==> config.mk <==
export PLATFORM = sky130hd
export DESIGN_NAME = smi_negotiator
export DESIGN_NICKNAME = d
export VERILOG_FILES = /design/src/rtl/smi_neg_pkg.sv /design/src/rtl/smi_feat_neg.sv /design/src/rtl/smi_pm_regs.sv /design/src/rtl/smi_apm_dispatch.sv /design/src/rtl/smi_negotiator.sv
export SDC_FILE = /design/constraint.sdc
export NUM_CORES = 1
export LEC_CHECK = 0
export CORE_ASPECT_RATIO = 2
export CORE_MARGIN = 4
export CORE_UTILIZATION = 50
export DETAILED_ROUTE_END_ITERATION = 7
export PLACE_DENSITY = 0.76
export SYNTH_ARGS = -nofsm -noshare
export SYNTH_HDL_FRONTEND = slang
export SYNTH_SLANG_ARGS = --single-unit
==> constraint.sdc <==
create_clock -name clk -period 1.9 [get_ports clk]
set_input_delay 0.475 -clock clk [delete_from_list [all_inputs] [get_ports clk]]
set_output_delay 0.475 -clock clk [all_outputs]
set_load 0.02 [all_outputs]
==> src/rtl/smi_neg_pkg.sv <==
package smi_neg_pkg;
  localparam int BCAST_BIT   = 0;
  localparam int HOTPLUG_BIT = 1;
  localparam int UNPLUG_BIT  = 2;
  localparam int APMC_EN_BIT = 0;
  localparam int LOCK_BIT    = 4;

  typedef enum logic [2:0] {
    A_HOST  = 3'd0,
    A_REQ   = 3'd1,
    A_OK    = 3'd2,
    A_NEG   = 3'd3,
    A_SMIEN = 3'd4,
    A_PMCTL = 3'd5
  } reg_addr_e;
endpackage

==> src/rtl/smi_feat_neg.sv <==
module smi_feat_neg
  import smi_neg_pkg::*;
#(
  parameter int FEAT_W = 64,
  parameter logic [FEAT_W-1:0] HOST_FEAT = 'h7
) (
  input  logic              clk,
  input  logic              rst,
  input  logic              req_wr,
  input  logic [FEAT_W-1:0] req_data,
  input  logic              ok_wr,
  output logic [FEAT_W-1:0] req_q,
  output logic              ok_q,
  output logic [FEAT_W-1:0] neg_q,
  output logic              cfg_err
);
  localparam logic HOST_BAD = HOST_FEAT[UNPLUG_BIT] & ~HOST_FEAT[HOTPLUG_BIT];

  logic outside, hp_no_bcast, unplug_alone, accept;

  always_comb begin
    outside      = |(req_q & ~HOST_FEAT);
    hp_no_bcast  = (req_q[HOTPLUG_BIT] | req_q[UNPLUG_BIT]) & ~req_q[BCAST_BIT];
    unplug_alone = req_q[UNPLUG_BIT] & ~req_q[HOTPLUG_BIT];
    accept       = ok_wr & ~ok_q & ~outside & ~hp_no_bcast & ~unplug_alone;
  end

  always_ff @(posedge clk) begin
    if (rst) begin
      req_q <= '0;
      ok_q  <= 1'b0;
      neg_q <= '0;
    end else begin
      if (req_wr) req_q <= req_data;
      if (accept) begin
        neg_q <= req_q;
        ok_q  <= 1'b1;
      end
    end
  end

  always_ff @(posedge clk) cfg_err <= HOST_BAD;
endmodule

==> src/rtl/smi_pm_regs.sv <==
module smi_pm_regs
  import smi_neg_pkg::*;
#(
  parameter int SMIEN_W = 32,
  parameter int PMCTL_W = 16
) (
  input  logic               clk,
  input  logic               rst,
  input  logic               smien_wr,
  input  logic [SMIEN_W-1:0] smien_data,
  input  logic               pmctl_wr,
  input  logic [PMCTL_W-1:0] pmctl_data,
  output logic [SMIEN_W-1:0] smien_q,
  output logic [PMCTL_W-1:0] pmctl_q,
  output logic               lock
);
  localparam logic [PMCTL_W-1:0] LOCK_MASK = PMCTL_W'(1) << LOCK_BIT;

  assign lock = pmctl_q[LOCK_BIT];

  always_ff @(posedge clk) begin
    if (rst) begin
      smien_q <= '0;
      pmctl_q <= '0;
    end else begin
      if (pmctl_wr) pmctl_q <= lock ? (pmctl_data | LOCK_MASK) : pmctl_data;
      if (smien_wr) begin
        smien_q <= smien_data;
        if (lock) smien_q[APMC_EN_BIT] <= smien_q[APMC_EN_BIT];
      end
    end
  end
endmodule

==> src/rtl/smi_apm_dispatch.sv <==
module smi_apm_dispatch #(
  parameter int NCPU = 4,
  parameter int CPU_W = 2,
  parameter logic [7:0] ACPI_ON  = 8'hE1,
  parameter logic [7:0] ACPI_OFF = 8'hE0
) (
  input  logic             clk,
  input  logic             rst,
  input  logic             apm_wr,
  input  logic [7:0]       apm_cmd,
  input  logic [CPU_W-1:0] apm_cpu,
  input  logic             apmc_en,
  input  logic             bcast,
  output logic             acpi_mode,
  output logic [NCPU-1:0]  smi_pulse
);
  logic is_acpi, fire;

  always_comb begin
    is_acpi = (apm_cmd == ACPI_ON) || (apm_cmd == ACPI_OFF);
    fire    = apm_wr & ~is_acpi & apmc_en;
  end

  always_ff @(posedge clk) begin
    if (rst) acpi_mode <= 1'b0;
    else if (apm_wr && apm_cmd == ACPI_ON) acpi_mode <= 1'b1;
    else if (apm_wr && apm_cmd == ACPI_OFF) acpi_mode <= 1'b0;
  end

  for (genvar i = 0; i < NCPU; i++) begin : g_cpu
    always_ff @(posedge clk) begin
      if (rst) smi_pulse[i] <= 1'b0;
      else smi_pulse[i] <= fire & (bcast | (apm_cpu == CPU_W'(i)));
    end
  end
endmodule

==> src/rtl/smi_negotiator.sv <==
module smi_negotiator
  import smi_neg_pkg::*;
#(
  parameter int FEAT_W  = 64,
  parameter logic [FEAT_W-1:0] HOST_FEAT = 'h7,
  parameter int NCPU    = 4,
  parameter int CPU_W   = (NCPU > 1) ? $clog2(NCPU) : 1,
  parameter int SMIEN_W = 32,
  parameter int PMCTL_W = 16
) (
  input  logic              clk,
  input  logic              rst,
  input  logic              reg_wr,
  input  logic              reg_rd,
  input  logic [2:0]        reg_addr,
  input  logic [FEAT_W-1:0] reg_wdata,
  output logic [FEAT_W-1:0] reg_rdata,
  output logic              reg_rvalid,
  input  logic              apm_wr,
  input  logic [7:0]        apm_cmd,
  input  logic [CPU_W-1:0]  apm_cpu,
  output logic              acpi_mode,
  output logic [NCPU-1:0]   smi_pulse,
  output logic              host_cfg_err
);
  logic [FEAT_W-1:0]  req_q, neg_q;
  logic               ok_q, lock;
  logic [SMIEN_W-1:0] smien_q;
  logic [PMCTL_W-1:0] pmctl_q;

  smi_feat_neg #(.FEAT_W(FEAT_W), .HOST_FEAT(HOST_FEAT)) u_neg (
    .clk(clk), .rst(rst),
    .req_wr(reg_wr && reg_addr == A_REQ), .req_data(reg_wdata),
    .ok_wr(reg_wr && reg_addr == A_OK),
    .req_q(req_q), .ok_q(ok_q), .neg_q(neg_q), .cfg_err(host_cfg_err)
  );

  smi_pm_regs #(.SMIEN_W(SMIEN_W), .PMCTL_W(PMCTL_W)) u_pm (
    .clk(clk), .rst(rst),
    .smien_wr(reg_wr && reg_addr == A_SMIEN), .smien_data(reg_wdata[SMIEN_W-1:0]),
    .pmctl_wr(reg_wr && reg_addr == A_PMCTL), .pmctl_data(reg_wdata[PMCTL_W-1:0]),
    .smien_q(smien_q), .pmctl_q(pmctl_q), .lock(lock)
  );

  smi_apm_dispatch #(.NCPU(NCPU), .CPU_W(CPU_W)) u_apm (
    .clk(clk), .rst(rst),
    .apm_wr(apm_wr), .apm_cmd(apm_cmd), .apm_cpu(apm_cpu),
    .apmc_en(smien_q[APMC_EN_BIT]), .bcast(neg_q[BCAST_BIT]),
    .acpi_mode(acpi_mode), .smi_pulse(smi_pulse)
  );

  always_ff @(posedge clk) begin
    if (rst) begin
      reg_rdata  <= '0;
      reg_rvalid <= 1'b0;
    end else begin
      reg_rvalid <= reg_rd;
      if (reg_rd) begin
        case (reg_addr)
          A_HOST:  reg_rdata <= HOST_FEAT;
          A_REQ:   reg_rdata <= req_q;
          A_OK:    reg_rdata <= FEAT_W'(ok_q);
          A_NEG:   reg_rdata <= neg_q;
          A_SMIEN: reg_rdata <= FEAT_W'(smien_q);
          A_PMCTL: reg_rdata <= FEAT_W'(pmctl_q);
          default: reg_rdata <= '0;
        endcase
      end
    end
  end
endmodule

# Yosys cells after proc, flatten, opt, wreduce, memory -nomap -nowiden
# Cells that the tools add are included.
[classes]
add_sub_neg = 0
mul = 0
div = 0
order_cmp = 0
n_eq_ne = 10
shift = 0
mux = 4
bitwise_logic = 25
reduce_logical = 12
[ops]
columns = ["cell", "n"]
rows = [
  ["$pmux W64 S6", 1],
  ["$reduce_or A61 Y1", 1],
  ["$eq A8 B8 Y1 const B", 2],
  ["$and A1 B1 Y1", 12],
  ["$not A1 Y1", 8],
  ["$eq A3 B2 Y1 const B", 2],
  ["$eq A3 B3 Y1 const B", 2],
  ["$logic_and A1 B1 Y1", 6],
  ["$mux W5", 1],
  ["$or A1 B1 Y1", 5],
  ["$eq A2 B2 Y1 const B", 2],
  ["$eq A3 B1 Y1 const B", 1],
  ["$logic_not A3 Y1", 1],
  ["$eq A2 B1 Y1 const B", 1],
  ["$logic_not A2 Y1", 1],
  ["$mux W1", 2],
  ["$reduce_and A2 Y1", 1],
  ["$reduce_bool A2 Y1", 1],
  ["$logic_or A1 B1 Y1", 1],
]
[totals]
reg_bits = 247
latchBits = 0
mem_bits_rw = 0
mem_bits_ro = 0
output_inout_bits = 71
mem_count = 0

# Logic depth before layout (Yosys ltp)
[depth]
ltp_word = 6
mapped_depth = 8
mapped_depth_nobuf = 5

# Hierarchy
# From an unflattened synthesis, not the netlist that was laid out.
[unflattened]
hier_cells = 938
area_unflattened_um2 = 9915.8
[modules_own_cells]
columns = ["module", "n_inst", "cells_per_inst", "area_each_um2"]
rows = [
  ["smi_feat_neg", 1, 379, 4389.2],
  ["smi_negotiator", 1, 378, 3558.4],
  ["smi_pm_regs", 1, 158, 1765.4],
  ["smi_apm_dispatch", 1, 23, 202.7],
]

# Worst setup path after synthesis
# No wires, ideal clock.
[synth_timing]
kind = "input -> register"
startpoint = "input port reg_addr[1]"
endpoint = "register reg_rdata[27]"
setup_ps = 128
arrival_time_ps = 1637
setup_slack_ps = 136
cell_stages = 7
path_buffers = 3
cell_sequence = "buf_2 > buf_4 > clkbuf_1 > mux2i_1 > o21ai_0 > a21oi_1 > nor2_1"
[synth_between]
elab_chain_cells = 2
elab_cells_between_ends = 7
[synth_lines]
columns = ["item", "line", "source"]
rows = [
  ["start: declaration", "smi_negotiator.sv:15", "input logic [2:0] reg_addr,"],
  ["$eq A3 B3 Y1, or another cell as far along", "smi_negotiator.sv:59", "case (reg_addr)"],
  ["$pmux W64 S6 (*)", "smi_negotiator.sv:59", ""],
  ["end signal: assignment", "smi_negotiator.sv:61", "A_REQ: reg_rdata <= req_q;"],
  ["end signal: assignment", "smi_negotiator.sv:62", "A_OK: reg_rdata <= FEAT_W'(ok_q);"],
  ["end signal: assignment", "smi_negotiator.sv:63", "A_NEG: reg_rdata <= neg_q;"],
  ["end: declaration", "smi_negotiator.sv:17", "output logic [FEAT_W-1:0] reg_rdata,"],
]
# Every way passes the cells marked *; elsewhere a longest branch is shown, timed or not.
# A chain may end at the register's enable or synchronous reset.

# Final worst setup path
[layout_timing]
startpoint = "register u_neg.req_q[29]"
endpoint = "register u_neg.neg_q[54]"
[layout_between]
elab_chain_cells = 5
[layout_lines]
columns = ["item", "line", "source"]
rows = [
  ["start: declaration", "smi_feat_neg.sv:12", "output logic [FEAT_W-1:0] req_q,"],
  ["start signal: assignment", "smi_feat_neg.sv:34", "if (req_wr) req_q <= req_data;"],
  ["$reduce_or A61 Y1", "smi_feat_neg.sv:22", "outside = |(req_q & ~HOST_FEAT);"],
  ["$not A1 Y1", "smi_feat_neg.sv:25", "accept = ok_wr & ~ok_q & ~outside & ~hp_no_bcast & ~unplug_alone;"],
  ["$and A1 B1 Y1 (3 in a row)", "smi_feat_neg.sv:25", ""],
  ["end signal: assignment", "smi_feat_neg.sv:36", "neg_q <= req_q;"],
  ["end: declaration", "smi_feat_neg.sv:14", "output logic [FEAT_W-1:0] neg_q,"],
]
# No other way between the ends.

==> summary.txt <==
STA
  – Final setup viols: 0
  – Hold Fails Final Rpt: 0
  – Final Cycle Share: 0.994
  – Final hold slack: 0.320 ns
  – Setup Skew: around 0.0087 ns
  – Final min period: between 1.5 and 2 ns
  – RSZ-0062 raised after global routing: yes
  – FMAX: around 530 MHz
  – Slew Viols, Final: 0
  – Setup TNS Final: 0 ns

Die
  – Core area: between 0.015 and 0.02 sq mm
  – Die X: ~110 um
  – Initial Util: 0.511
  – Ports: between 150 and 200
  – Die area: 0.0217 sq mm
  – Die height: about 200 um
  – Rows: 71

Final layout
  – Share of cells above drive strength 1: 0.180
  – Filler cells: roughly 1600
  – Fin area: 0.0127 sq mm
  – Nets: 1369
  – Area Overhead vs Synth: 32.2%
  – # diodes: 0

Clocking
  – CTS tree: done
  – CTS Root Cell: clkbuf_16
  – Clock sink count: 247
  – Clk buf depth: 3
  – H-tree levels: 1
  – Cts bufs inserted: 22
  – Hold-fix buffers at CTS: 0
  – Worst-skew pair later-pin latency: about 0.5 ns
  – Reg clk slew, reported paths: roughly 0.070 ns

Place
  – DP HPWL: about 17 mm
  – GPL Wtd Cong: ~0.86
  – Input/output buffers: 151
  – Post-DP Area: around 0.012 sq mm

Pwr
  – Leakage: between 0.005 and 0.006 uW
  – Peak supply drop: ~0.73 mV
  – Clock power frac: 0.426
  – Int Pwr: 8370 uW
  – Switching power: ~2500 uW
  – Seq pwr share: 0.488
  – Comb power frac: 0.086
  – Total Power: approximately 11000 uW
  – Pwr Density: roughly 850 mW/mm^2
  – Switching part of the total: 0.228

Route
  – WL per Instance: around 17 um
  – DRT Pass-1 Iters: 5
  – Number of antenna-violating nets in the routed design: 0
  – Via density: roughly 5.4
  – DR vias: roughly 8400
  – DRC: 0
  – Routed WL: around 27 mm
  – First DRT Iteration DRCs: 542

Run
  – Max cap viols: 0

Synth
  – Syn Inst Count: 1127
  – Main combinational cell family by area after synthesis: simple AND/OR/NAND/NOR gates
  – Netlist Area Pre-Place: between 0.009 and 0.01 sq mm
  – Complex-gate fraction of the synthesized area: 0.132
  – Most used DFF post-synth: dfxtp_1
  – Mapped Nets: about 1200
  – Syn_area_per_cell: about 8.5 sq um
  – Synthesis Warnings: 0
  – Simple-Gate Fraction of Synth Area: 0.241
  – Post-synth top cells: dfxtp_1 (247), nand2_1 (243), a21oi_1 (183)
  – Most frequent cell after synthesis: dfxtp_1
  – Number of enable flip-flop cells after synthesis: 0
  – Cell taking the most area after synthesis: dfxtp_1
  – Synth area leaders: dfxtp_1 (51%), a21oi_1 (9.5%), nand2_1 (9.5%)
  – Seq/Total Area, Yosys: 0.514
  – Ys async rst share: 0
  – Netlist cell types: 38
  – Share of the synthesized area in the top cell type: 0.514
  – Post-Synth XOR/XNOR Area: 0
  – Mux contribution to synthesized area: 0.0758
  – Yosys reg bits: ~250
  – Synth Area in Adders: 0

Setup path
  – Reg2Reg Launch Point: u_neg.req_q[29]
  – Most used cell, CP: buf_4
  – Crit path largest cell delay: around 0.36 ns
  – Worst path bufs/invs: 3
  – Depth of the worst register-to-register path: 8
  – Setup crit end kind: flip-flop
  – CP Max Fanout: 6
  – CP Launch Type: flip-flop
  – CP arrival: 2.29 ns
  – CP required: 2.30 ns
  – Worst Setup Path Type: flip-flop to flip-flop
  – Reg2reg end: u_neg.neg_q[54]
  – CP max-delay cell: dfxtp_4
  – Reg2reg setup slack: approximately 0.011 ns
  – Cell family with most CP delay: simple AND/OR/NAND/NOR gates
  – Cell Chain, Critical Path: nor4_4 > buf_4 > nand4_1 > nor3_2 > buf_4 > a21oi_4 > clkbuf_16 > and2_4

Outcome
  – Status: complete, no violations

Min path
  – Hold_sp: rst
  – Worst hold path type: input pin to flip-flop
  – Hold-critical path endpoint: reg_rdata[2]
  – Hold Path Cell Cnt: 2

Global routing
  – Global-route wire length before repair: about 42 mm
  – GR Overflow Total: 0
  – Vias in the first global route: around 8000
  – Pin count of the biggest net entering global routing: 74
  – Initial antenna violation count: 0
  – GRT Total Usage: 0.237
[sequential cells by signal (all words and copies together) (netlist names)]
name and count:
u_apm.smi_pulse 4, u_apm.acpi_mode 1, u_pm.pmctl_q 16, u_neg.req_q 64, u_neg.ok_q 1, reg_rdata 64, u_pm.smien_q 32, u_neg.neg_q 64
reg_rvalid 1
[worst max-delay path by stage]
stage / start / to / slack (ns) / cells past startpoint
final: u_neg.req_q[29] / u_neg.neg_q[54] / 0.01 / 8
after global routing: u_neg.req_q[29] / u_neg.neg_q[38] / -0.08 / 8
after CTS: u_neg.req_q[12] / u_neg.neg_q[20] / -0.08 / 8
after detailed placement: reg_wr / u_neg.neg_q[57] / -0.38 / 8
after global placement: reg_wr / u_neg.neg_q[51] / -0.35 / 8
after floorplan: reg_addr[1] / reg_rdata[27] / 0.14 / 7
[metal layers]
metal	GRT usage	wire, um
met5	0	0
met2	0.442	14600
met3	0.0319	1280
met4	0.0950	1210
met1	0.269	10100
[cell type report]
class,instances,area (sq um),area share
clock buffers,31,656,0.0516
clock inverters,9,101,0.00797
inverters,2,7.51,0.000590
multi-input cells,795,4520,0.355
flip-flops and latches,247,4950,0.390
well taps,255,319,0.0251
repair buffers,219,2160,0.170
[logic make-up after synthesis]
family	count (synthesis)
AO/OA/AOI/OAI	236
buffers and inverters	86
flip-flops	247
multiplexers	67
other	1
AND/OR/NAND/NOR	490
[power by group through the flow]
stage          Combinational [uW]  Sequential [uW]  Clock [uW]
2_1_floorplan                 380             5420           0
6_report                      934             5300        4620
3_5_place_dp                  847             5410           0
3_3_place_gp                  839             5410           0
5_1_grt                       991             5300        4880
4_1_cts                       882             5290        4670
[per-stage QoR]
step	worst slack (ns)	utilization	instances
6_report	0.0113	0.675	1558
5_1_grt	-0.0789	0.675	1558
4_1_cts	-0.0775	0.664	1552
3_5_place_dp	-0.379	0.620	1507
3_3_place_gp	-0.351	0.620	1507
2_1_floorplan	0.136	-	1127
[layout by cell type, fill, tap and decap left out, types with 6 or more instances in the layout]
cell             netlist  layout
clkdlybuf4s50_1        0      78
nor4_1                15       8
dlygate4sd2_1          0      69
nor2_1                87      87
o21ai_0               19      19
a21oi_1              183     183
nor2b_1               57      57
a22oi_1               13      13
a211oi_1              13      13
and2_4                 0      60
dfxtp_1              247     242
mux2_2                47      47
buf_4                  2      48
buf_12                 0      10
mux2i_1               20      20
nand2b_1               7       7
clkbuf_16              0      27
buf_6                  0       6
nand2_1              243     243
[what timing repair did]
| item | CTS | global route |
|---|---|---|
| gates cloned | 2 | 7 |
| pin swaps | 2 | 65 |
| resized for setup | 80 | 80 |
| setup endpoints to repair | 133 | 62 |
| buffers inserted | 3 | 0 |
No activity file was read; power rests on OpenSTA's default activity.
